==> src/rtl/io_flag_ctrl.sv <==
module io_flag_ctrl #(
  parameter int CHAN_W = 6,
  parameter logic [CHAN_W-1:0] CHANNEL = CHAN_W'(12)
) (
  input  logic              clk,
  input  logic              rst_n,
  input  logic              cmd_valid,
  input  logic [CHAN_W-1:0] cmd_chan,
  input  logic [2:0]        cmd_op,
  input  logic              cmd_arg,
  input  logic              int_enable,
  input  logic              op_complete,
  output logic              busy,
  output logic              done,
  output logic              irq,
  output logic              skip
);

  localparam logic [2:0] OP_START = 3'd1;
  localparam logic [2:0] OP_CLEAR = 3'd2;
  localparam logic [2:0] OP_SKPZ  = 3'd3;
  localparam logic [2:0] OP_SKPN  = 3'd4;
  localparam logic [2:0] OP_MASK  = 3'd5;

  logic hit, do_start, do_clear, do_mask, finish, mask;

  assign hit      = cmd_valid && (cmd_chan == CHANNEL);
  assign do_start = hit && (cmd_op == OP_START);
  assign do_clear = hit && (cmd_op == OP_CLEAR);
  assign do_mask  = hit && (cmd_op == OP_MASK);
  assign finish   = op_complete && busy && !do_start && !do_clear;

  always_ff @(posedge clk or negedge rst_n) begin
    if (!rst_n) begin
      busy <= 1'b0;
      done <= 1'b0;
    end else if (do_clear) begin
      busy <= 1'b0;
      done <= 1'b0;
    end else if (do_start) begin
      busy <= 1'b1;
      done <= 1'b0;
    end else if (finish) begin
      busy <= 1'b0;
      done <= 1'b1;
    end
  end

  always_ff @(posedge clk or negedge rst_n) begin
    if (!rst_n)       mask <= 1'b0;
    else if (do_mask) mask <= cmd_arg;
  end

  assign irq  = done && int_enable && !mask;
  assign skip = hit && ((cmd_op == OP_SKPZ && !done) || (cmd_op == OP_SKPN && done));

  a_r2_start_sets_busy: assert property (@(posedge clk) disable iff (!rst_n)
    (cmd_valid && cmd_chan == CHANNEL && cmd_op == OP_START) |=> (busy && !done));

  a_r3_complete_sets_done: assert property (@(posedge clk) disable iff (!rst_n)
    (op_complete && busy && !(cmd_valid && cmd_chan == CHANNEL &&
      (cmd_op == OP_START || cmd_op == OP_CLEAR))) |=> (!busy && done));

  a_r4_idle_complete_ignored: assert property (@(posedge clk) disable iff (!rst_n)
    (op_complete && !busy && !(cmd_valid && cmd_chan == CHANNEL &&
      (cmd_op == OP_START || cmd_op == OP_CLEAR))) |=> (!busy && $stable(done)));

  a_r6_clear_drops_request: assert property (@(posedge clk) disable iff (!rst_n)
    (cmd_valid && cmd_chan == CHANNEL && cmd_op == OP_CLEAR) |=> (!busy && !done && !irq));

  a_r8_foreign_channel_ignored: assert property (@(posedge clk) disable iff (!rst_n)
    (cmd_valid && cmd_chan != CHANNEL && !op_complete) |=> ($stable(busy) && $stable(done) && $stable(mask)));

  a_r7_foreign_no_skip: assert property (@(posedge clk) disable iff (!rst_n)
    (!cmd_valid || cmd_chan != CHANNEL) |-> !skip);

endmodule

==> config.mk <==
export PLATFORM = sky130hd
export DESIGN_NAME = io_flag_ctrl
export DESIGN_NICKNAME = d
export VERILOG_FILES = /design/src/rtl/io_flag_ctrl.sv
export SDC_FILE = /design/constraint.sdc
export NUM_CORES = 1
export LEC_CHECK = 0
export BUFFER_PORTS_ARGS = -buffer_cell sky130_fd_sc_hd__clkbuf_2
export CORE_AREA = 2 2 39 41
export DETAILED_ROUTE_END_ITERATION = 8
export DIE_AREA = 0 0 41 43
export PLACE_DENSITY_LB_ADDON = 0.1
export SYNTH_ARGS = -nofsm -noshare
export SYNTH_HDL_FRONTEND = slang
export SYNTH_SLANG_ARGS = --single-unit
==> constraint.sdc <==
create_clock -name clk -period 2.7 [get_ports clk]
set_clock_uncertainty 0.2 [all_clocks]
set_input_delay 0 -clock clk [delete_from_list [all_inputs] [get_ports clk]]
set_output_delay 0 -clock clk [all_outputs]
set_load 0.03 [all_outputs]
==> impl_metrics.env <==
export IMPL_endpoint_kind="register"
export IMPL_track_usage=0.0983
export IMPL_postCtsSetupBuffers=0
export IMPL_hold_viol_final=0
export IMPL_finalSetupTns_ns=0
export IMPL_final_cell_area_sq_um=447
export IMPL_synth_common_cells="dfrtp_1 (3), a31oi_1 (2), nor2_1 (2), nor4bb_1 (2)"
export IMPL_drt_iter0_markers=2
export IMPL_netlist_instances=21
export IMPL_syn_area_sq_um=220
export IMPL_grt_ovfl_total=0
export IMPL_synth_area_leaders="dfrtp_1 (34%), nor4bb_1 (9.1%), nor4b_2 (6.8%)"
export IMPL_dieArea_sq_um=1760
export IMPL_drtPass1Iterations=2
export IMPL_num_rows=14
export IMPL_wl_um=732
export IMPL_synth_seq_area_share=0.341
export IMPL_ir_drop_mv=0.109
export IMPL_areaGrowthSynthToFinish_pct=103
export IMPL_coreArea_sq_um=1380
export IMPL_htreeDepth=1
export IMPL_p_per_area_nw_per_um2=356
export IMPL_crit_arrival_ns=2.24
export IMPL_post_drt_via_cell_ratio=4.35
export IMPL_ys_async_sr_fraction=1.00
export IMPL_dpl_worst_slack_ns=1.34
export IMPL_drive_above_1_share=0.442
export IMPL_fmax_ghz=0.429
export IMPL_critPathMaxFanout=3
export IMPL_synth_cell_type_count=16
export IMPL_place_gp_congestion=0.681
export IMPL_first_global_vias=298
export IMPL_synth_fp_nets=36
export IMPL_max_slew_margin=0.786
export IMPL_nets=68
export IMPL_die_h_um=43
export IMPL_cts_resized=0
export IMPL_final_util=0.323
export IMPL_setup_slack_ns=0.371
export IMPL_ys_ff_latch=3
export IMPL_cts_max_path_buffers=2
export IMPL_finalSetupViolations=0
export IMPL_hp_class="in2out"
export IMPL_placed_area_sq_um=330
export IMPL_synthesis_yosys_warnings=0
export IMPL_required_ns=2.61
export IMPL_antenna_found_initial=0
export IMPL_io_buffers=18
export IMPL_drc=0
export IMPL_outcome="finished, final reports clean"
export IMPL_initial_core_util=0.159
export IMPL_cts_tree="built"
export IMPL_diodes=0
export IMPL_critical_path_class="in2reg"
export IMPL_grt_max_degree=7
export IMPL_wl_per_cell_um=10.8
export IMPL_postCtsHoldBufs=9
export IMPL_drtAntennaViolNets=0
export IMPL_cts_sinks=3
export IMPL_yosysTopAreaCellShare=0.341
export IMPL_cap_violations=0
export IMPL_p_leak_nw=0.238
export IMPL_synth_enable_flop_cells=0
export IMPL_hold_ws_ns=0.121
export IMPL_slew_violations=0
export IMPL_pin_count=19
export IMPL_cts_buffers=3
export IMPL_startpoint_type="input pin"
export IMPL_clkTransAtPathRegs_ns=0.04
export IMPL_rsz0062_at_grt="no"
export IMPL_timing_final_crit_share=0.863
export IMPL_yosysMostFrequentCell="dfrtp_1"
export IMPL_clk_insertion_delay_late_ns=0.23
export IMPL_syn_avg_cell_area_sq_um=10.5
export IMPL_num_vias=296
export IMPL_die_w_um=41
export IMPL_finalCriticalPeriod_ns=2.33
export IMPL_yosysTopAreaCell="dfrtp_1"
export IMPL_ys_flop_type="dfrtp_1"
export IMPL_tightestPinTransition_ns=0.320
export IMPL_grt_pass1_wl_um=1100
export IMPL_root_buffer="clkbuf_4"
per-stage QoR:
stage               cells  power [mW]
detailed placement     55      0.0720
finish                 68       0.159
global route           68       0.170
floorplan              21      0.0563
CTS                    68       0.161
global placement       55      0.0710
placed cells by master (no fill, tap or decap), types with 2 or more instances in the layout:
cell,instances
clkbuf_4,3
a31oi_1,2
clkbuf_2,18
dfrtp_1,3
nor4bb_1,2
dlygate4sd3_1,9
nor2_1,2
flip-flops by register name (all words and copies together) (netlist names):
signal,count
busy,1
done,1
mask,1
logic make-up after synthesis:
family	after synthesis	synth area share
flops	3	0.341
mux	1	0.0511
simple gates	11	0.398
compound gates	5	0.170
xor+xnor	1	0.0398
area by class of cell:
cell class / instances / area (sq um)
clock buffers: 4 / 26.3
fillers: 150 / 937
multi-input cells: 18 / 145
flip-flops and latches: 3 / 75.1
well taps: 16 / 20.0
repair buffers: 27 / 180
worst max-delay path, stage by stage:
cell and delay, ns:
dlygate4sd3_1 0.53, clkbuf_2 0.11, nor4b_2 0.36, dlygate4sd3_1 0.61
a31oi_1 0.08, dlygate4sd3_1 0.55
layer usage:
metal  track usage  part of all wire  vias up
li1              -                 -      149
met1        0.0897              0.39      135
met2         0.156              0.52       12
met3        0.0209             0.090        0
met4         0.107                 0        0
met5             0                 0        -
where the power goes:
group	internal, mW	switching [mW]	leakage [nW]
Clock	0.0555	0.0246	0.0150
Combinational	0.0191	0.0128	0.181
Sequential	0.0462	0.00101	0.0417
Total	0.121	0.0384	0.238
final timing paths:
path / cells past startpoint / to / slack (ns) / from
worst max-delay path: 6 / done / 0.37 / cmd_chan[1]
worst min-delay path: 4 / irq / 0.12 / int_enable
worst max register to register: 4 / busy / 1.12 / busy
worst min register to register: 2 / mask / 0.86 / mask
max in group asynchronous: 3 / busy / 1.70 / rst_n
min in group asynchronous: 3 / mask / 0.45 / rst_n
No activity file was read; power rests on OpenSTA's default activity.
